**config.mk**
```make
export PLATFORM = sky130hd
export DESIGN_NAME = gpio2b_ctrl
export DESIGN_NICKNAME = d
export VERILOG_FILES = /design/src/rtl/gpio2b_pkg.sv /design/src/rtl/gpio2b_sync.sv /design/src/rtl/gpio2b_bank.sv /design/src/rtl/gpio2b_ctrl.sv
export SDC_FILE = /design/constraint.sdc
export NUM_CORES = 1
export LEC_CHECK = 0
export BUFFER_PORTS_ARGS = -buffer_cell sky130_fd_sc_hd__buf_2
export CAP_MARGIN = 30
export CORE_ASPECT_RATIO = 1.75
export CORE_MARGIN = 2
export CORE_UTILIZATION = 45
export CTS_CLUSTER_DIAMETER = 80
export DETAILED_ROUTE_END_ITERATION = 8
export GPL_TIMING_DRIVEN = 1
export PLACE_DENSITY = 0.81
export SLEW_MARGIN = 15
export SYNTH_ARGS = -nofsm -noshare
export SYNTH_HDL_FRONTEND = slang
export SYNTH_SLANG_ARGS = --single-unit
```
**constraint.sdc**
```tcl
create_clock -name clk -period 1.7 [get_ports clk]
set_clock_uncertainty 0.05 [all_clocks]
set_input_delay 0 -clock clk [delete_from_list [all_inputs] [get_ports clk]]
set_output_delay 0 -clock clk [all_outputs]
set_load 0.01 [all_outputs]
```
**src/rtl/gpio2b_pkg.sv**
```systemverilog
package gpio2b_pkg;

    localparam int ADDR_W    = 8;
    localparam int DATA_W    = 8;
    localparam int MAX_BYTES = 4;

    typedef enum logic [1:0] {
        RK_NONE,
        RK_EN,
        RK_DIR,
        RK_LVL
    } reg_kind_e;

    typedef struct packed {
        logic      hit;
        logic      resume;
        reg_kind_e kind;
        logic [1:0] byte_idx;
    } reg_sel_t;

    // Bytes needed to hold n pin bits.
    function automatic int bytes_for(input int n);
        return (n + 7) / 8;
    endfunction

    // Split a bus address into bank, register group and byte index.
    function automatic reg_sel_t decode_addr(input logic [ADDR_W-1:0] a);
        reg_sel_t s;
        s          = '0;
        s.kind     = RK_NONE;
        if (a[7:6] == 2'b00 && a[4] == 1'b0) begin
            s.resume   = a[5];
            s.byte_idx = a[1:0];
            case (a[3:2])
                2'b00:   s.kind = RK_EN;
                2'b01:   s.kind = RK_DIR;
                2'b10:   s.kind = RK_LVL;
                default: s.kind = RK_NONE;
            endcase
            s.hit = (s.kind != RK_NONE);
        end
        return s;
    endfunction

endpackage

```
**src/rtl/gpio2b_sync.sv**
```systemverilog
module gpio2b_sync #(
    parameter int W = 8
) (
    input  logic         clk,
    input  logic         rst,
    input  logic [W-1:0] d,
    output logic [W-1:0] q
);

    logic [W-1:0] stage1_q;
    logic [W-1:0] stage2_q;

    always_ff @(posedge clk) begin
        if (rst) begin
            stage1_q <= '0;
            stage2_q <= '0;
        end else begin
            stage1_q <= d;
            stage2_q <= stage1_q;
        end
    end

    assign q = stage2_q;

    // synchronized value trails the pad by exactly two edges
    assert_sync_latency_R6: assert property (@(posedge clk) disable iff (rst)
        (!$past(rst) && !$past(rst, 2)) |-> (q == $past(d, 2)));

endmodule

```
**src/rtl/gpio2b_bank.sv**
```systemverilog
module gpio2b_bank
    import gpio2b_pkg::*;
#(
    parameter int            NPIN   = 8,
    parameter logic [NPIN-1:0] EN_RST = '0
) (
    input  logic             clk,
    input  logic             rst,
    input  logic             wr,
    input  reg_sel_t         sel,
    input  logic [DATA_W-1:0] wdata,
    input  logic [NPIN-1:0]  pin_sync,
    output logic [DATA_W-1:0] rdata,
    output logic [NPIN-1:0]  en_o,
    output logic [NPIN-1:0]  dir_o,
    output logic [NPIN-1:0]  lvl_o
);

    localparam int NBYTES = bytes_for(NPIN);

    logic [NPIN-1:0] en_q;
    logic [NPIN-1:0] dir_q;
    logic [NPIN-1:0] lvl_q;
    logic            byte_ok;

    assign byte_ok = sel.hit && (int'(sel.byte_idx) < NBYTES);

    always_ff @(posedge clk) begin
        if (rst) begin
            en_q  <= EN_RST;
            dir_q <= '1;
            lvl_q <= '0;
        end else if (wr && byte_ok) begin
            for (int i = 0; i < NPIN; i++) begin
                if (i[4:3] == sel.byte_idx) begin
                    case (sel.kind)
                        RK_EN:  en_q[i]  <= wdata[i[2:0]];
                        RK_DIR: dir_q[i] <= wdata[i[2:0]];
                        RK_LVL: if (!dir_q[i]) lvl_q[i] <= wdata[i[2:0]];
                        default: ;
                    endcase
                end
            end
        end
    end

    always_comb begin
        rdata = '0;
        if (byte_ok) begin
            for (int i = 0; i < NPIN; i++) begin
                if (i[4:3] == sel.byte_idx) begin
                    case (sel.kind)
                        RK_EN:   rdata[i[2:0]] = en_q[i];
                        RK_DIR:  rdata[i[2:0]] = dir_q[i];
                        RK_LVL:  rdata[i[2:0]] = dir_q[i] ? pin_sync[i] : lvl_q[i];
                        default: ;
                    endcase
                end
            end
        end
    end

    assign en_o  = en_q;
    assign dir_o = dir_q;
    assign lvl_o = lvl_q;

    // stored level of a pin that was an input never moves
    assert_lvl_locked_on_input_R4: assert property (@(posedge clk) disable iff (rst)
        ((lvl_q ^ $past(lvl_q)) & $past(dir_q)) == '0);

    // state seen right after reset matches the defaults
    assert_reset_state_R2: assert property (@(posedge clk) disable iff (rst)
        $past(rst) |-> (en_q == EN_RST && dir_q == '1 && lvl_q == '0));

endmodule

```
**src/rtl/gpio2b_ctrl.sv**
```systemverilog
module gpio2b_ctrl
    import gpio2b_pkg::*;
#(
    parameter int                  NUM_PINS   = 14,
    parameter int                  SPLIT      = 10,
    parameter logic [NUM_PINS-1:0] EN_DEFAULT = 14'h1C7F
) (
    input  logic                clk,
    input  logic                rst,
    input  logic [ADDR_W-1:0]   addr,
    input  logic                wr_en,
    input  logic [DATA_W-1:0]   wr_data,
    input  logic                rd_en,
    output logic [DATA_W-1:0]   rd_data,
    input  logic [NUM_PINS-1:0] pad_in,
    output logic [NUM_PINS-1:0] pad_oe,
    output logic [NUM_PINS-1:0] pad_out
);

    localparam int CORE_N = SPLIT;
    localparam int RES_N  = NUM_PINS - SPLIT;

    reg_sel_t sel;
    reg_sel_t core_sel;
    reg_sel_t res_sel;

    logic [NUM_PINS-1:0] pin_sync;
    logic [DATA_W-1:0]   core_rd;
    logic [DATA_W-1:0]   res_rd;
    logic [DATA_W-1:0]   rd_q;

    logic [CORE_N-1:0] core_en, core_dir, core_lvl;
    logic [RES_N-1:0]  res_en, res_dir, res_lvl;

    always_comb begin
        sel          = decode_addr(addr);
        core_sel     = sel;
        core_sel.hit = sel.hit & ~sel.resume;
        res_sel      = sel;
        res_sel.hit  = sel.hit & sel.resume;
    end

    gpio2b_sync #(.W(NUM_PINS)) u_sync (
        .clk (clk),
        .rst (rst),
        .d   (pad_in),
        .q   (pin_sync)
    );

    gpio2b_bank #(
        .NPIN   (CORE_N),
        .EN_RST (EN_DEFAULT[CORE_N-1:0])
    ) u_core (
        .clk      (clk),
        .rst      (rst),
        .wr       (wr_en),
        .sel      (core_sel),
        .wdata    (wr_data),
        .pin_sync (pin_sync[CORE_N-1:0]),
        .rdata    (core_rd),
        .en_o     (core_en),
        .dir_o    (core_dir),
        .lvl_o    (core_lvl)
    );

    gpio2b_bank #(
        .NPIN   (RES_N),
        .EN_RST (EN_DEFAULT[NUM_PINS-1:SPLIT])
    ) u_resume (
        .clk      (clk),
        .rst      (rst),
        .wr       (wr_en),
        .sel      (res_sel),
        .wdata    (wr_data),
        .pin_sync (pin_sync[NUM_PINS-1:SPLIT]),
        .rdata    (res_rd),
        .en_o     (res_en),
        .dir_o    (res_dir),
        .lvl_o    (res_lvl)
    );

    always_ff @(posedge clk) begin
        if (rst) begin
            rd_q <= '0;
        end else if (rd_en) begin
            rd_q <= core_rd | res_rd;
        end else begin
            rd_q <= '0;
        end
    end

    assign rd_data = rd_q;
    assign pad_oe  = {res_en & ~res_dir, core_en & ~core_dir};
    assign pad_out = {res_lvl, core_lvl};

    // no read strobe in the previous cycle leaves the read bus at zero
    assert_idle_read_zero_R7: assert property (@(posedge clk) disable iff (rst)
        !$past(rd_en) |-> (rd_data == '0));

    // a read of an undecoded address returns zero
    assert_undecoded_read_zero_R8: assert property (@(posedge clk) disable iff (rst)
        ($past(rd_en) && !$past(sel.hit)) |-> (rd_data == '0));

    // a pin whose direction was just written to input stops driving
    assert_dir_input_releases_R3: assert property (@(posedge clk) disable iff (rst)
        ($past(wr_en) && $past(sel.hit) && $past(sel.kind) == RK_DIR
         && !$past(sel.resume) && $past(sel.byte_idx) == 2'b00 && $past(wr_data) == 8'hFF)
        |-> (pad_oe[0] == 1'b0));

endmodule

```
==> metrics <==
status complete, no violations; Async S/R FF share, synth 0%; Reg power frac 46.6%; flop2flop setup slack 0.43 ns; switching power 0.8915 mW; Placed Cells 492; Synth cell types 36; Period Utilization, post-route 84.82%; LEAKAGE 1.794 nW; CTS H-Tree Depth 3; PnR worst setup slack 0.2580 ns; Post-synth EDFFs 0; Clock Path Buffers 2; Hold Slack 0.03902 ns; WHS Endpoint u_resume.en_o[2]; crit-path max FO 16; DIE AREA 0.007739 mm²; area delta synth->final 33.00%; transition time of the tightest slew-check pin 0.6950 ns; DRC Markers 0; Primary FF master, synth dfxtp_1; Core ar. 0.006857 mm²; DR iter-0 viols 139; total grt overflow 0; routability cong. 0.9137; Reg-to-Reg Start u_core.dir_o[8]; Worst-Skew Late Latency 0.34 ns; Final Max Slew Viols 0; # IOs 70; fin cells 528; post-route cell area 0.004205 mm²; drt pass-1 iters 4; # Max-Cap Violations 0; layout cells sized above 1 24.10%; power share of the clock group 45.2%; Total Wirelength 8.035 mm; Synthesized Nets 374; vias in the first global route 2772; Startpoint Class input pin; Combinational Power Share 8.2%; Layout Utilization 61.33%; power per cell area 954.2 mW/mm²; diode count 0; Root Buffer clkbuf_16; Setup crit end kind flip-flop; die height 114.9 µm; total CTS buffers 9; Critical Path Max Stage Delay 0.40 ns; post-synthesis sequential area ratio 49.39%; Hold Crit Start wr_data[2]; r2r endpoint rd_data[0]; # resized after CTS 0; Avg Cell Area, Syn 9.382 µm²; num rows 40; Post-Place Cell Area 0.003709 mm²; Synth Cell Area 0.003162 mm²; clock sinks 78; hpwl dp 5.397 mm; largest net degree at the start of global routing 71; post-route ant nets 0; Initial Util 46.11%; Vias/cell 5.322; total power 4.013 mW; Final nets 477; RSZ-0062 raised after global routing no; Data arrival, critical path 1.61 ns; Syn. warnings 0; Total GRT Usage 22.23%; via count 2810; IO Port Bufs 69; Slew HR 53.67%; Wirelength per Cell 15.22 µm; sw frac 22.22%; Int Power 3.121 mW; Synth Register Bits 78; dpl ws -0.07152 ns; Final setup violation count 0; Highest Clock Rate 693.5 MHz; final hold vios 0; Worst R2R Path Depth 3; crit path time final 1.442 ns; slowest CP cell nor3b_2; Gate Count Post-Synth 337; Die Width 67.37 µm; worst min path class in -> reg; hold depth 4; postcts setup bufs 0; global-route wire length before repair 12.85 mm; peak supply drop 0.7530 mV; Worst Path Required 1.87 ns; CP Class in -> reg; setup_tns 0 ns; initial antenna violation count 0; Fill cells 571; worst path cell trace buf_2 -> inv_1 -> ha_1 -> nor3b_2 -> nand4_1 -> buf_12 -> a211o_1; CTS tree done; Worst-path clk slew 0.06 ns
==> cells in the final DEF (no fill, tap or decap), drive strengths merged, types with 2 or more instances in the layout <==
cell type	n
or4b	2
o21ai	23
mux2i	8
o211ai	3
ha	3
a32o	2
inv	10
o21bai	2
a21o	2
nor2	33
nand3	2
a22o	2
or3	12
nand4	8
nand2b	4
dfxtp	78
a32oi	2
a21oi	20
a22oi	2
nand2	7
buf	87
nand3b	4
nor4	2
nor3b	6
o21a	5
o22ai	2
dlygate4sd3	21
nor4b	2
nor2b	46
a221oi	2
a211o	24
clkbuf	13
==> layout make-up <==
class	instances	area (µm²)	share of cell area (%)
Clock buffer	13	270.3	6.427
Tap cell	84	105.1	2.499
Sequential cell	78	1562	37.13
Inverter	10	37.54	0.8926
Clock inverter	2	16.27	0.3868
Timing Repair Buffer	108	715.7	17.02
Multi-Input combinational cell	233	1499	35.64
==> repair_timing <==
action                                  CTS  global route
endpoints found under the setup margin    0             0
hold endpoints to repair                 29             0
hold buffers                             21             0
==> worst max-delay path, delay by kind of cell <==
family                     cells  cell delay [ns]
buffers and inverters          3             0.35
adders and majority gates      1             0.35
AOI/OAI and AO/OA              1             0.29
and+or+nand+nor                2             0.62
==> synth_stat cells, types with 3 or more instances <==
library cell | n | area share (%)
a21oi_1 | 20 | 3.2
a211o_1 | 24 | 6.6
nand3b_1 | 4 | 0.95
ha_1 | 3 | 1.2
dfxtp_1 | 78 | 49
nor3b_1 | 4 | 0.95
o211ai_1 | 3 | 0.71
nand2b_1 | 4 | 0.79
nand2_1 | 7 | 0.83
nor2b_1 | 46 | 9.1
nand4_1 | 8 | 1.6
o21ai_0 | 23 | 3.6
inv_1 | 10 | 1.2
mux2i_1 | 8 | 2.5
o21a_1 | 5 | 1.2
nor2_1 | 33 | 3.9
clkbuf_1 | 13 | 1.5
buf_2 | 3 | 0.47
or3_1 | 12 | 2.4
==> per-layer routing <==
metal / part of all wire, % / vias to the layer above / global-route usage, %
met5: 0 / - / 0
met4: 2.6 / 0 / 11.84
met3: 3.9 / 19 / 4.795
met2: 55 / 64 / 39.47
met1: 39 / 1323 / 23.81
li1: - / 1404 / -
==> registers in the layout, summed over array words and instances (netlist names), 8 cells and up <==
signal / cells
u_sync.stage1_q: 14
u_core.en_o: 10
u_core.dir_o: 10
u_core.lvl_o: 10
u_sync.q: 14
rd_data: 8
==> power groups by stage <==
stage / clock, mW / combinational (mW) / sequential, mW
floorplan: 0 / 0.165 / 1.91
global placement: 0 / 0.282 / 1.91
detailed placement: 0 / 0.287 / 1.91
CTS: 1.83 / 0.326 / 1.87
global route: 1.91 / 0.361 / 1.87
finish: 1.81 / 0.329 / 1.87
==> kinds of logic (layout without fill, tap and decap cells) <==
family	Yosys count	after routing	share of synthesized area, %
simple gates	130	130	23.90
compound gates	92	92	19.79
flops	78	78	49.39
buf+inv	26	133	3.205
mux	8	8	2.533
fa+ha+maj	3	3	1.187
==> worst max path at each step <==
stage                     startpoint               to  slack (ns)  cells after the start
after floorplan              addr[2]   u_core.en_o[0]        0.07                      7
after global placement       addr[2]  u_core.lvl_o[8]     -0.0008                      6
after detailed placement     addr[2]  u_core.lvl_o[9]       -0.07                      6
after CTS                    addr[2]  u_core.dir_o[4]        0.26                      7
after global routing         addr[3]  u_core.dir_o[1]        0.16                      7
final                        addr[2]  u_core.dir_o[4]        0.26                      7
No activity file was read; power rests on OpenSTA's default activity.
